`src/rtl/ata_strobe_pkg.sv`:
```
package ata_strobe_pkg;
    localparam int WORD_W  = 32;
    localparam int SETUP_W = 3;
    localparam int ACT_W   = 5;
    localparam int REC_W   = 4;
    localparam int CNT_W   = (ACT_W > REC_W) ? ACT_W : REC_W;

    localparam logic [WORD_W-1:0] PIO_MASK = 32'hCFC3FFFF;
    localparam logic [WORD_W-1:0] DMA_MASK = 32'h31C001FF;

    localparam int BIT_DMA_EN  = 29;
    localparam int BIT_BUS_MST = 30;
    localparam int BIT_FIFO_EN = 31;

    typedef enum logic [1:0] {
        PH_IDLE,
        PH_SETUP,
        PH_ACTIVE,
        PH_RECOV
    } phase_e;

    typedef struct packed {
        logic [SETUP_W-1:0] setup;
        logic [ACT_W-1:0]   act;
        logic [REC_W-1:0]   rec;
    } phase_cfg_t;

    // Pick the field set for the access type from a packed timing word.
    function automatic phase_cfg_t select_phases(input logic [WORD_W-1:0] w,
                                                 input logic reg_acc);
        phase_cfg_t p;
        if (reg_acc) begin
            p.setup = w[27:25];
            p.act   = w[17:13];
            p.rec   = w[12:9];
        end else begin
            p.setup = w[24:22];
            p.act   = w[8:4];
            p.rec   = w[3:0];
        end
        return p;
    endfunction

    function automatic logic [WORD_W-1:0] merge_masked(input logic [WORD_W-1:0] old_w,
                                                       input logic [WORD_W-1:0] new_w,
                                                       input logic [WORD_W-1:0] mask);
        return (old_w & ~mask) | (new_w & mask);
    endfunction
endpackage

```
`src/rtl/ata_strb_cfg.sv`:
```
module ata_strb_cfg
    import ata_strobe_pkg::*;
(
    input  logic              clk,
    input  logic              rst,
    input  logic              upd_en,
    input  logic              upd_dma,
    input  logic [WORD_W-1:0] upd_word,
    output logic [WORD_W-1:0] cfg_q
);
    logic [WORD_W-1:0] mask_sel;

    always_comb mask_sel = upd_dma ? DMA_MASK : PIO_MASK;

    always_ff @(posedge clk) begin
        if (rst) begin
            cfg_q <= '0;
        end else if (upd_en) begin
            cfg_q <= merge_masked(cfg_q, upd_word, mask_sel);
        end
    end


    pio_keep_chk: assert property (@(posedge clk) disable iff (rst)
        (upd_en && !upd_dma) |=> ((cfg_q & ~PIO_MASK) == ($past(cfg_q) & ~PIO_MASK)));


    dma_keep_chk: assert property (@(posedge clk) disable iff (rst)
        (upd_en && upd_dma) |=> ((cfg_q & ~DMA_MASK) == ($past(cfg_q) & ~DMA_MASK)));


    cfg_hold_chk: assert property (@(posedge clk) disable iff (rst)
        !upd_en |=> $stable(cfg_q));
endmodule

```
`src/rtl/ata_strb_seq.sv`:
```
module ata_strb_seq
    import ata_strobe_pkg::*;
(
    input  logic              clk,
    input  logic              rst,
    input  logic              start,
    input  logic              reg_acc,
    input  logic              wr,
    input  logic [WORD_W-1:0] cfg_word,
    output logic              rd_n,
    output logic              wr_n,
    output logic              done,
    output logic              busy
);
    localparam logic [CNT_W-1:0] CNT_ONE = CNT_W'(1);

    phase_e            phase;
    logic [CNT_W-1:0]  cnt;
    phase_cfg_t        cur_q;
    phase_cfg_t        picks;
    logic              wr_q;
    logic              last_cyc;

    always_comb begin
        picks    = select_phases(cfg_word, reg_acc);
        last_cyc = (cnt == '0);
    end

    always_ff @(posedge clk) begin
        if (rst) begin
            phase <= PH_IDLE;
            cnt   <= '0;
            cur_q <= '0;
            wr_q  <= 1'b0;
        end else begin
            case (phase)
                PH_IDLE: begin
                    if (start) begin
                        cur_q <= picks;
                        wr_q  <= wr;
                        if (picks.setup != '0) begin
                            phase <= PH_SETUP;
                            cnt   <= CNT_W'(picks.setup) - CNT_ONE;
                        end else begin
                            phase <= PH_ACTIVE;
                            cnt   <= CNT_W'(picks.act);
                        end
                    end
                end
                PH_SETUP: begin
                    if (last_cyc) begin
                        phase <= PH_ACTIVE;
                        cnt   <= CNT_W'(cur_q.act);
                    end else begin
                        cnt <= cnt - CNT_ONE;
                    end
                end
                PH_ACTIVE: begin
                    if (last_cyc) begin
                        phase <= PH_RECOV;
                        cnt   <= CNT_W'(cur_q.rec);
                    end else begin
                        cnt <= cnt - CNT_ONE;
                    end
                end
                PH_RECOV: begin
                    if (last_cyc) begin
                        if (start) begin
                            cur_q <= picks;
                            wr_q  <= wr;
                            phase <= PH_ACTIVE;
                            cnt   <= CNT_W'(picks.act);
                        end else begin
                            phase <= PH_IDLE;
                        end
                    end else begin
                        cnt <= cnt - CNT_ONE;
                    end
                end
                default: phase <= PH_IDLE;
            endcase
        end
    end

    always_comb begin
        rd_n = !((phase == PH_ACTIVE) && !wr_q);
        wr_n = !((phase == PH_ACTIVE) && wr_q);
        done = (phase == PH_RECOV) && last_cyc;
        busy = (phase != PH_IDLE);
    end


    strobe_excl_chk: assert property (@(posedge clk) disable iff (rst)
        !(!rd_n && !wr_n));


    done_pulse_chk: assert property (@(posedge clk) disable iff (rst)
        done |=> !done);


    done_quiet_chk: assert property (@(posedge clk) disable iff (rst)
        done |-> (rd_n && wr_n));


    start_accept_chk: assert property (@(posedge clk) disable iff (rst)
        (!busy && start) |=> busy);


    chain_active_chk: assert property (@(posedge clk) disable iff (rst)
        (done && start) |=> (!rd_n || !wr_n));
endmodule

```
`src/rtl/ata_strobe_gen.sv`:
```
module ata_strobe_gen
    import ata_strobe_pkg::*;
(
    input  logic        clk,
    input  logic        rst,
    input  logic        start,
    input  logic        reg_acc,
    input  logic        wr,
    input  logic        upd_en,
    input  logic        upd_dma,
    input  logic [31:0] upd_word,
    output logic        rd_n,
    output logic        wr_n,
    output logic        done,
    output logic        busy,
    output logic [31:0] cfg_q,
    output logic        dma_en,
    output logic        bus_master,
    output logic        fifo_en
);
    logic [WORD_W-1:0] cfg_w;

    ata_strb_cfg u_cfg (
        .clk      (clk),
        .rst      (rst),
        .upd_en   (upd_en),
        .upd_dma  (upd_dma),
        .upd_word (upd_word),
        .cfg_q    (cfg_w)
    );

    ata_strb_seq u_seq (
        .clk      (clk),
        .rst      (rst),
        .start    (start),
        .reg_acc  (reg_acc),
        .wr       (wr),
        .cfg_word (cfg_w),
        .rd_n     (rd_n),
        .wr_n     (wr_n),
        .done     (done),
        .busy     (busy)
    );

    always_comb begin
        cfg_q      = cfg_w;
        dma_en     = cfg_w[BIT_DMA_EN];
        bus_master = cfg_w[BIT_BUS_MST];
        fifo_en    = cfg_w[BIT_FIFO_EN];
    end


    idle_quiet_chk: assert property (@(posedge clk) disable iff (rst)
        !busy |-> (rd_n && wr_n && !done));
endmodule

```
`config.mk`:
```
export PLATFORM = sky130hd
export DESIGN_NAME = ata_strobe_gen
export DESIGN_NICKNAME = d
export VERILOG_FILES = /design/src/rtl/ata_strobe_pkg.sv /design/src/rtl/ata_strb_cfg.sv /design/src/rtl/ata_strb_seq.sv /design/src/rtl/ata_strobe_gen.sv
export SDC_FILE = /design/constraint.sdc
export NUM_CORES = 1
export LEC_CHECK = 0
export BUFFER_PORTS_ARGS = -buffer_cell sky130_fd_sc_hd__buf_4
export CAP_MARGIN = 0
export CORE_MARGIN = 5
export CORE_UTILIZATION = 45
export DETAILED_ROUTE_END_ITERATION = 8
export PLACE_DENSITY_LB_ADDON = 0.1
export REMOVE_ABC_BUFFERS = 1
export SYNTH_ARGS = -nofsm -noshare
export SYNTH_HDL_FRONTEND = slang
export SYNTH_SLANG_ARGS = --single-unit
```
`constraint.sdc`:
```
create_clock -name clk -period 1.7 [get_ports clk]
set_input_delay 0 -clock clk [delete_from_list [all_inputs] [get_ports clk]]
set_output_delay 0 -clock clk [all_outputs]
set_load 0.05 [all_outputs]
```
After elaboration in Yosys (flattened, before gate mapping)
Index checks and enable logic that the tools add are counted.

Register bits: 52. Word-level logic and storage cells: 57. Input bits: 39.

Bitwise logic cells: 4. Equal/unequal tests: 8. Reductions and logical operators: 14. Add/subtract/negate cells: 2. Mux-type cells: 22.

Operators with widths (number): $and A32 B32 Y32 (2); $mux W12 (3); $mux W32 (1); $not A32 Y32 (1); $or A32 B32 Y32 (1); $mux W5 (6); $pmux W12 S2 (1); $pmux W5 S4 (1); $mux W2 (6); $pmux W2 S4 (1); $ne A2 B1 Y1 const B (3); $logic_not A5 Y1 (1); $sub A5 B1 Y5 const B (1); $eq A2 B2 Y1 const B (2); $reduce_and A2 Y1 (2); $reduce_and A4 Y1 (1); $reduce_bool A2 Y1 (2); $sub A3 B1 Y4 const B (1); $logic_and A1 B1 Y1 (3); $logic_not A1 Y1 (3); $ne A3 B3 Y1 const B (1); $reduce_bool A3 Y1 (1); $eq A2 B1 Y1 const B (1); $logic_not A2 Y1 (1); other kinds (3) (4).

Depth between registers and ports, before layout
Word-level depth: 5. Gate-level depth with buffers: 9.

By module
A second synthesis with hierarchy kept.

Cells, all modules: 254. Area total of the unflattened synthesis: 2446.1 um2.

Modules (own cells, without submodules): ata_strb_seq (cells an instance 136, instances 1, sequential area each 340.3 um2, area each 1233.7 um2); ata_strb_cfg (cells an instance 115, instances 1, sequential area each 560.5 um2, area each 1189.9 um2); ata_strobe_gen (cells an instance 3, instances 1, sequential area each 0.0 um2, area each 22.5 um2).

Worst setup path before layout
OpenSTA, ideal clock, no wires.

Path kind: register -> register. From: register with a tool-made name. To: register u_seq.cnt[1]. Clock period less this slack: 1894 ps. Setup slack: -194 ps. Path buffers: 1. Cell stages (with the launch flop): 8. Setup time: 132 ps. Arrival time: 1762 ps. Required time: 1568 ps. Cell sequence: dfxtp_1 mux2i_1 ha_1 and2_0 clkbuf_1 mux2i_1 a32oi_1 a21oi_1.

RTL lines: to (signal assigned) (line ata_strb_seq.sv:43) `cnt <= CNT_W'(picks.setup) - CNT_ONE;`; to (signal assigned) (line ata_strb_seq.sv:46) `cnt <= CNT_W'(picks.act);`; to (signal assigned) (line ata_strb_seq.sv:53) `cnt <= CNT_W'(cur_q.act);`; to (decl) (line ata_strb_seq.sv:18) `logic [CNT_W-1:0] cnt;`.

Final worst setup path
From: register u_seq.cnt[0]. To: register u_seq.cnt[0].

Cells in the longest elaborated chain, start to end: 3. Elaborated cells between the ends (all ways): 8. Classes of those cells: add/sub (1); eq/ne (1); mux (4); reduce/logical (2).

RTL lines: $sub A5 B1 Y5 or $logic_not A5 Y1 (tied branches); $mux W5 (tied with other cells) (line ata_strb_seq.sv:67) `if (last_cyc) begin`; $pmux W5 S4 or $reduce_and A2 Y1 (tied branches).

Parallel ways exist; a longest one is shown, timed or not. A chain may end at the register's enable or synchronous reset.

==> impl_metrics.toml <==
[drt]
drtIter0Drc = 107
wire_per_inst_um = 14.36
final_antenna_net_count = 0
viasPerCell = 5.051
vias = 2187
drcViolationCount = 0
routed_wl_mm = 6.218
drt_pass1_iterations = 4

[clock_network]
clkTransAtPathRegs_ns = 0.08
htree_levels = 2
cts_tree = "done"
cts.path.max_buffers = 2
clock-sinks = 45
cts-root-buf = "clkbuf_8"
insertion_delay_ns = 0.30
cts_made_buffers = 5

[floorplanning]
die_h_um = 80.06
dieArea_mm2 = 0.006409
fp.coreArea_mm2 = 0.004755
start_util = 0.4645
core.rowCount = 25
ios = 78
die_w_um = 80.06

[pwr]
comb_power_share = 0.465
power.static_leakage_uw = 0.001465
p_int_uw = 2272
switching_share = 0.3833
pwr-share-seq = 0.364
p_switching_uw = 1412
p_total_uw = 3684
peakVddDrop_v = 0.0005617
power.density_mw_per_mm2 = 1119
power_frac_clock = 0.171

[worst_hold_path]
whs_path_depth = 3
min_path_type = "in2reg"
hold_start = "upd_dma"

[sta]
hold_violations = 0
fmax_mhz = 586.2
worst_pin_slew_ns = 0.5675
setup_violations = 1
relSlewSlack = 0.6216
rsz0062_at_grt = "true"
period_share = 1.003
fin_crit_ns = 1.706
slew_viol_final = 0
fin_ws_ns = -0.005770
fin_skew_ns = 0.006048

[logic_synthesis]
syn_area_per_cell_um2 = 8.660
yosysWarnings = 0
synth-edff-count = 0
ys_async_sr_fraction = 0
synth.distinct_cells = 43
ys_seq_area_frac = 0.4079
netlist_instances = 255
ys.flop_type = "dfxtp_1"
netlist_area_mm2 = 0.002208
synth_seq_cells = 45

[critical_path]
path_cells = "inv_2, ha_4, nor4b_4, nand3_4, a21o_2, a311oi_1"
cp.arrival_ns = 1.89
cp_max_fo = 6
timing.rr.end = "u_seq.cnt[0]"
path_delay_family = "compound AO/OA/AOI/OAI gates"
worstRegToRegCells = 6
cp_slowest_cell = "dfxtp_2"
r2r-start = "u_seq.cnt[0]"
cp_slowest_stage_delay_ns = 0.34
crit_path_end_kind = "flip-flop"
crit_path_start_kind = "flip-flop"
crit_type = "reg2reg"
r2r_setup_slack_ns = -0.006
cp_num_buf_inv = 1
required_ns = 1.88

[global_route]
antenna_found_initial = 0
grt_pass1_vias = 2210
overflow = 0
grt_pass1_wl_mm = 10.22
grt_max_degree = 46
grt_use_total = 0.2026

[placement]
hpwl_mm = 4.131
gp_congestion = 0.8737
dp_cells = 390
port_buffers = 69

[final_layout]
nNetsFinal = 407
stdcell_count = 433
area_growth_pct = 49.12
drive_above_1_share = 0.3306
n_antenna_cell = 0

[outcome]
violations = "negative setup slack"
outcome = "complete, but fails checks"

[job]
maxCapViolations = 0
## layout by cell type, fill, tap and decap left out, types with 2 or more instances in the layout
master	Yosys	final
clkinv_2	0	2
buf_4	7	92
dfxtp_1	45	43
a31oi_1	2	2
nor2_1	36	35
o21ai_0	3	3
inv_2	1	3
nand3_1	6	6
a211oi_1	8	8
a21oi_1	22	21
o22ai_1	4	4
a311oi_1	4	3
dlygate4sd3_1	0	30
a211oi_2	2	2
inv_1	4	2
nand2_1	38	38
nand3b_1	2	2
mux2i_1	27	26
clkbuf_8	0	5
dfxtp_2	0	2
conb_1	1	4
nor2b_1	3	3
nand2b_1	2	2
## layer usage
layer / up-vias / wire, um / GRT usage
li1: 1097 / - / -
met1: 1013 / 2624 / 0.2433
met2: 70 / 3105 / 0.3526
met3: 7 / 410 / 0.05605
met4: 0 / 77 / 0.05574
met5: - / 0 / 0
## kinds of logic (layout without fill, tap and decap cells)
logic type,count (synthesis),in the layout,share of synthesized area
buffers and inverters,28,136,0.07535
DFF,45,45,0.4079
adders and majority gates,3,3,0.01700
other,1,4,0.001698
AOI/OAI and AO/OA,54,54,0.1671
xor gates and xnor gates,1,1,0.003967
muxes,28,28,0.1275
and+or+nand+nor,95,95,0.1994
## area by class of cell
type | instances | area [um^2]
multi-input cells | 185 | 1194
clock buffers | 6 | 72.57
well taps | 67 | 83.83
flip-flops and latches | 45 | 903.4
repair buffers | 123 | 1011
clock inverters | 2 | 10.01
fillers | 400 | 1461
inverters | 5 | 18.77
## worst min-delay path, stage by stage
cell     delay (ns)
buf_4          0.13
nand3_1        0.07
a21oi_1        0.06
## per-stage QoR
step | worst slack [ns] | area, um^2 | hold slack, ns | util | setup TNS [ns]
2_1_floorplan | -0.2178 | 2072 | 0.06465 | - | -2.495
3_3_place_gp | 0.05172 | 2829 | 0.2312 | 0.5950 | 0
4_1_cts | -0.008454 | 3241 | 0.0007497 | 0.6816 | -0.008454
5_1_grt | -0.1307 | 3293 | 0.01973 | 0.6926 | -0.9880
6_report | -0.005770 | 3293 | 0.008874 | 0.6926 | -0.005770
3_5_place_dp | -0.03897 | 2829 | 0.2410 | 0.5950 | -0.03897
## power by group through the flow
stage	combinational (uW)	sequential, uW	clock, uW
global route	1870	1360	687
global placement	1480	1350	0
floorplan	768	1480	0
CTS	1600	1330	649
detailed placement	1500	1350	0
finish	1710	1340	629
## worst max path at each step
stage / startpoint / endpoint / slack, ns / cells past startpoint
after CTS: u_seq.cnt[0] / u_seq.wr_q / -0.008 / 8
after global routing: u_seq.cnt[0] / u_seq.cnt[0] / -0.13 / 6
after global placement: u_seq.cnt[0] / u_seq.cnt[0] / 0.05 / 6
final: u_seq.cnt[0] / u_seq.cnt[0] / -0.006 / 6
after floorplan: u_seq.cnt[0] / u_seq.cur_q[7] / -0.22 / 7
after detailed placement: u_seq.cnt[0] / u_seq.cnt[0] / -0.04 / 6
## repair_timing
action                                 in CTS  in global routing
buffers inserted                            3                  2
endpoints found under the hold margin      29                  0
hold buffers                               30                  0
setup endpoints to repair                   3                 16
resized for setup                           2                 12
pin swaps                                   2                  5
## Yosys cell counts (all sizes together), types with 2 or more instances
master / number / area [um^2]
dfxtp: 45 / 900.9
nand2: 38 / 142.6
nor2: 36 / 135.1
mux2i: 27 / 270.3
a21oi: 22 / 110.1
buf: 12 / 106.3
clkbuf: 11 / 41.29
a211oi: 10 / 85.08
nand3: 7 / 47.55
inv: 5 / 18.76
a311oi: 4 / 35.03
o22ai: 4 / 25.02
ha: 3 / 37.54
nor2b: 3 / 18.77
o21ai: 3 / 15.01
a31oi: 2 / 12.51
nand2b: 2 / 12.51
nand3b: 2 / 15.01
nor4b: 2 / 32.53
(Power assumes the default switching activity.)
